===== config.mk =====
export PLATFORM = sky130hd
export DESIGN_NAME = sec_pulse_gen
export DESIGN_NICKNAME = d
export VERILOG_FILES = /design/src/rtl/spg_pkg.sv /design/src/rtl/spg_ctrl.sv /design/src/rtl/spg_chan.sv /design/src/rtl/sec_pulse_gen.sv
export SDC_FILE = /design/constraint.sdc
export NUM_CORES = 1
export LEC_CHECK = 0
export ABC_AREA = 1
export BUFFER_PORTS_ARGS = -buffer_cell sky130_fd_sc_hd__buf_4
export CAP_MARGIN = 20
export CORE_MARGIN = 3
export CORE_UTILIZATION = 54
export CTS_BUF_LIST = sky130_fd_sc_hd__clkbuf_4
export CTS_CLUSTER_DIAMETER = 30
export DETAILED_ROUTE_END_ITERATION = 12
export GPL_ROUTABILITY_DRIVEN = 0
export PLACE_DENSITY = 0.74
export SYNTH_ARGS = -nofsm -noshare
export SYNTH_HDL_FRONTEND = slang
export SYNTH_SLANG_ARGS = --single-unit

===== constraint.sdc =====
create_clock -name clk -period 4.4 [get_ports clk]
set_input_delay 0.44 -clock clk [delete_from_list [all_inputs] [get_ports clk]]
set_output_delay 0.44 -clock clk [all_outputs]
set_load 0.005 [all_outputs]

===== src/rtl/spg_pkg.sv =====
package spg_pkg;
    localparam int EVT_W   = 8;
    localparam int EVT_TOP = 7;

    typedef struct packed {
        logic run;
    } ctrl_state_t;
endpackage


===== src/rtl/spg_ctrl.sv =====
module spg_ctrl
    import spg_pkg::*;
(
    input  logic clk,
    input  logic rst_n,
    input  logic timer_en_i,
    input  logic soft_rst_i,
    input  logic start_i,
    input  logic realign_off_i,
    input  logic alarm_hit_i,
    output logic active_o,
    output logic launch_o,
    output logic run_o
);
    ctrl_state_t st_d, st_q;

    always_comb begin
        active_o = timer_en_i && !soft_rst_i;
        launch_o = active_o && alarm_hit_i && (st_q.run ? !realign_off_i : start_i);
        st_d     = st_q;
        st_d.run = active_o && (st_q.run || launch_o);
    end

    always_ff @(posedge clk or negedge rst_n) begin
        if (!rst_n) st_q <= '0;
        else        st_q <= st_d;
    end

    assign run_o = st_q.run;

    p_idle_when_off_r8: assert property (@(posedge clk) disable iff (!rst_n)
        (!timer_en_i || soft_rst_i) |=> !run_o);

    p_no_start_r3: assert property (@(posedge clk) disable iff (!rst_n)
        (!run_o && !start_i) |=> !run_o);
endmodule


===== src/rtl/spg_chan.sv =====
module spg_chan #(
    parameter int PER_W  = 32,
    parameter int TICK_W = 10
) (
    input  logic              clk,
    input  logic              rst_n,
    input  logic              active_i,
    input  logic              launch_i,
    input  logic              run_i,
    input  logic              tick_i,
    input  logic [TICK_W-1:0] tick_ns_i,
    input  logic [PER_W-1:0]  period_i,
    output logic              pulse_o
);
    localparam int CNT_W = PER_W + 2;

    typedef struct packed {
        logic signed [CNT_W-1:0] cnt;
        logic                    pulse;
    } chan_state_t;

    chan_state_t st_d, st_q;
    logic signed [CNT_W-1:0] step_s, per_s, rest_s;

    always_comb begin
        step_s    = CNT_W'($unsigned(tick_ns_i));
        per_s     = CNT_W'($unsigned(period_i));
        rest_s    = st_q.cnt - step_s;
        st_d      = st_q;
        st_d.pulse = 1'b0;
        if (!active_i) begin
            st_d.cnt = '0;
        end else if (launch_i) begin
            st_d.cnt = step_s;
        end else if (run_i && tick_i) begin
            if (rest_s <= 0) begin
                st_d.pulse = 1'b1;
                st_d.cnt   = rest_s + per_s;
            end else begin
                st_d.cnt   = rest_s;
            end
        end
    end

    always_ff @(posedge clk or negedge rst_n) begin
        if (!rst_n) st_q <= '0;
        else        st_q <= st_d;
    end

    assign pulse_o = st_q.pulse;

    p_pulse_after_tick_r4: assert property (@(posedge clk) disable iff (!rst_n)
        pulse_o |-> $past(tick_i));

    p_quiet_when_off_r8: assert property (@(posedge clk) disable iff (!rst_n)
        !active_i |=> !pulse_o);

    p_launch_load_r6: assert property (@(posedge clk) disable iff (!rst_n)
        launch_i |=> (st_q.cnt == CNT_W'($unsigned($past(tick_ns_i)))));
endmodule


===== src/rtl/sec_pulse_gen.sv =====
module sec_pulse_gen
    import spg_pkg::*;
#(
    parameter int NUM_GEN = 3,
    parameter int PER_W   = 32,
    parameter int TICK_W  = 10
) (
    input  logic                     clk,
    input  logic                     rst_n,
    input  logic                     tick_i,
    input  logic [TICK_W-1:0]        tick_ns_i,
    input  logic                     alarm_hit_i,
    input  logic                     timer_en_i,
    input  logic                     soft_rst_i,
    input  logic                     start_i,
    input  logic                     realign_off_i,
    input  logic [NUM_GEN*PER_W-1:0] period_i,
    output logic [NUM_GEN-1:0]       pulse_o,
    output logic [EVT_W-1:0]         evt_o
);
    logic active, launch, run;

    spg_ctrl u_ctrl (
        .clk           (clk),
        .rst_n         (rst_n),
        .timer_en_i    (timer_en_i),
        .soft_rst_i    (soft_rst_i),
        .start_i       (start_i),
        .realign_off_i (realign_off_i),
        .alarm_hit_i   (alarm_hit_i),
        .active_o      (active),
        .launch_o      (launch),
        .run_o         (run)
    );

    for (genvar g = 0; g < NUM_GEN; g++) begin : g_chan
        spg_chan #(.PER_W(PER_W), .TICK_W(TICK_W)) u_chan (
            .clk       (clk),
            .rst_n     (rst_n),
            .active_i  (active),
            .launch_i  (launch),
            .run_i     (run),
            .tick_i    (tick_i),
            .tick_ns_i (tick_ns_i),
            .period_i  (period_i[g*PER_W +: PER_W]),
            .pulse_o   (pulse_o[g])
        );
    end

    always_comb begin
        evt_o = '0;
        for (int k = 0; k < NUM_GEN; k++) evt_o[EVT_TOP-k] = pulse_o[k];
    end

    initial begin
        p_gen_count_r9: assert (NUM_GEN >= 1 && NUM_GEN <= 3);
    end
endmodule


==> metrics.csv <==
stage,metric,value,unit
timing,RSZ-0062 raised after global routing,false,
logic_synthesis,post-synthesis mux area share,0,%
cts,CTS H-tree depth,3,
layout,layout cells sized above 1,7.361,%
global_routing,vias in the first global route,16570,
logic_synthesis,syn avg cell area,5.722,sq um
timing,Max Freq,0.2430,GHz
logic_synthesis,sequential fraction of the synthesis area,17.25,%
cts,Longest Clk Path Bufs,2,
run_status,status,finished clean,
power_and_ir_drop,Max VDD drop,143.1,uV
critical_path,Setup crit start kind,register,
timing,"Slew Viols, Final",0,
cts,Num Clock Sinks,106,
power_and_ir_drop,power density cells,257.8,nW/um^2
logic_synthesis,Post-Synth Simple-Gate Area,39.96,%
layout,Layout area overhead,9.974,%
global_routing,first-pass GRT wire length,81.34,mm
power_and_ir_drop,Lkg Pwr,9.678,nW
logic_synthesis,synthesized instance count,2688,
placed_design,# port buffers,119,
critical_path,Critical Path Sink Type,register,
detailed_routing,DRC,0,
logic_synthesis,synth unique cells,44,
critical_path,WP data required,4.79,ns
logic_synthesis,Post-Syn Area,15380,sq um
die,Initial Utilization,55.06,%
logic_synthesis,Post-Synth Adder-Cell Area,11.03,%
cts,CTS tree,done,
timing,final-report setup violation count,0,
logic_synthesis,largest family of logic cells by synthesized area,simple AND/OR/NAND/NOR gates,
logic_synthesis,Yosys reg bits,106,
detailed_routing,Vias,18030,
critical_path,Crit Path Max Fanout,5,
logic_synthesis,post-synthesis xor/xnor area fraction,5.638,%
die,die width,174.8,um
logic_synthesis,warnings from Yosys,0,
die,Die Ht,174.8,um
cts,Root Buffer,clkbuf_4,
global_routing,Tot GR Track Use,32.16,%
detailed_routing,Vias/cell,5.649,
cts,Worst-path clk slew,0.18,ns
cts,clk_lat worst skew,0.53,ns
critical_path,CP Class,reg -> reg,
detailed_routing,Routed Antenna Nets,0,
min_path,Hold Crit Class,in -> reg,
timing,min cycle time layout,4.115,ns
cts,total CTS buffers,9,
global_routing,initial antenna violation count,1,
timing,Fin. Hold Viols,0,
timing,fin crit share,93.53,%
die,I/O pin count,125,
die,num rows,61,
detailed_routing,wire length per cell after detailed routing,15.81,um
die,core area,27930,sq um
timing,PnR worst setup slack,0.2847,ns
global_routing,pin count of the biggest net entering global routing,55,
timing,Final TNS setup,0,ns
logic_synthesis,Synth Area in Compound Gates,14.25,%
critical_path,arrival time worst endpoint,4.51,ns
detailed_routing,TritonRoute pass-1 iters,6,
placed_design,DP HPWL,41.46,mm
timing,Fin Clk Skew,0.03437,ns
global_routing,GR Overflow Total,0,
detailed_routing,DRT iter0 DRCs,2013,
die,DIE AREA,30540,sq um
timing,slew margin rel.,30.24,%
run,MaxCap Viol Count,0,
detailed_routing,Detailed Route WL,50.46,mm
layout,nets@finish,3053,
placed_design,Post-Place Worst Slack,0.1172,ns
timing,Slew @ Worst Pin,1.045,ns
critical path, stage by stage (launching register included):
cell       delay (ns)
dfrtp_1          0.40
inv_1            0.06
ha_1             0.20
fa_1             0.40
inv_1            0.09
nand3_1          0.06
nand2_1          0.16
nand2_1          0.07
nand2_1          0.13
nand2_1          0.19
nand3_1          0.12
nand2_1          0.05
nand2_1          0.08
inv_1            0.08
ha_1             0.38
nand2_1          0.14
nor2_2           0.23
inv_1            0.06
nor2_1           0.25
nand3_1          0.20
o2111ai_1        0.13
xnor2_1          0.18
nand2_1          0.07
o21ai_0          0.12
o22ai_1          0.11
registers in the layout (all words and copies together), names as in the netlist:
signal                 count
u_ctrl.run_o               1
g_chan.u_chan.st_q       102
g_chan.u_chan.pulse_o      3
cell usage after synthesis, drive strengths merged:
library cell	count	area, sq um
o21ai	145	737.0
conb	1	3.750
a21oi	152	764.5
a211oi	3	22.52
o2111ai	2	17.52
fa	6	120.1
o221ai	1	8.760
nor4	7	43.79
nand4	38	237.7
nand3b	11	82.58
nand2	923	3485
xnor2	57	499.2
o22ai	23	143.9
nand3	217	1086
and3	2	12.51
a21o	15	112.6
xor2	42	367.9
nor2	264	1011
nor3	35	175.2
o211a	1	10.01
a21boi	9	67.56
a31oi	5	31.28
dfrtp	106	2653
o311ai	1	8.760
inv	403	1513
a221oi	3	26.28
o21bai	16	120.1
clkbuf	20	75.07
ha	126	1577
buf	36	235.2
o21a	7	52.55
o211ai	9	67.56
or2	2	12.52
worst paths after layout:
kind                                          startpoint                        end  slack (ns)  cells past startpoint
worst max-delay path            g_chan[0].u_chan.st_q[1]  g_chan[0].u_chan.st_q[27]        0.28                     24
worst min-delay path                          soft_rst_i               u_ctrl.run_o        0.21                      4
worst max register to register  g_chan[0].u_chan.st_q[1]  g_chan[0].u_chan.st_q[27]        0.28                     24
worst min register to register  g_chan[0].u_chan.st_q[7]   g_chan[0].u_chan.st_q[7]        0.50                      2
max in group asynchronous                          rst_n   g_chan[0].u_chan.st_q[8]        2.99                      3
min in group asynchronous                          rst_n  g_chan[1].u_chan.st_q[24]        0.36                      2
layout by cell type (no fill, tap or decap), drive strengths merged, types with 42 or more instances in the layout:
| cell type | Yosys | layout |
|---|---|---|
| dfrtp | 106 | 106 |
| o21ai | 145 | 145 |
| a21oi | 152 | 152 |
| xor2 | 42 | 42 |
| nand2 | 923 | 923 |
| ha | 126 | 126 |
| xnor2 | 57 | 57 |
| buf | 36 | 159 |
| nor2 | 264 | 264 |
| inv | 403 | 403 |
| nand3 | 217 | 217 |
per-stage QoR:
| step | power [mW] | instances | area, sq um | hold WS, ns | utilization, % |
|---|---|---|---|---|---|
| 3_3_place_gp | 3.760 | 3173 | 16790 | 0.3893 | 60.09 |
| 3_5_place_dp | 3.805 | 3173 | 16790 | 0.3886 | 60.09 |
| 4_1_cts | 4.293 | 3190 | 16910 | 0.1996 | 60.52 |
| 6_report | 4.360 | 3191 | 16910 | 0.2060 | 60.55 |
| 2_1_floorplan | 3.057 | 2692 | 15390 | 0.1444 | - |
| 5_1_grt | 4.714 | 3191 | 16910 | 0.2123 | 60.55 |
layer usage:
layer | vias up | wire [um] | track usage, %
met1 | 8177 | 22430 | 45.58
met2 | 882 | 21800 | 50.65
met5 | - | 0 | 0
met3 | 114 | 4936 | 5.193
met4 | 0 | 1289 | 9.375
li1 | 8853 | - | -
cell families after synthesis:
family	after synthesis
compound gates	392
xor+xnor	99
fa+ha+maj	132
buf+inv	459
flops	106
other cells	1
simple gates	1499
power breakdown:
group | total (mW) | internal [mW] | switching (mW)
clock | 0.485 | 0.118 | 0.368
combinational | 2.87 | 1.03 | 1.84
sequential | 1.00 | 0.990 | 0.0131
repair_timing:
item | in CTS | in global routing
hold endpoints to repair | 24 | 0
buffers inserted | 0 | 0
hold buffers | 1 | 0
resized for setup | 0 | 5
endpoints found under the setup margin | 0 | 4
final cells by class:
cell class / instances / area, sq um
Antenna cell: 1 / 2.502
Clock buffer: 10 / 75.07
Clock inverter: 6 / 33.78
Fill cell: 2840 / 11020
Inverter: 403 / 1513
Multi-Input combinational cell: 2127 / 10940
Sequential cell: 106 / 2653
Tap cell: 378 / 473.0
Timing Repair Buffer: 160 / 1229
Power figures use the tool's default switching activity.
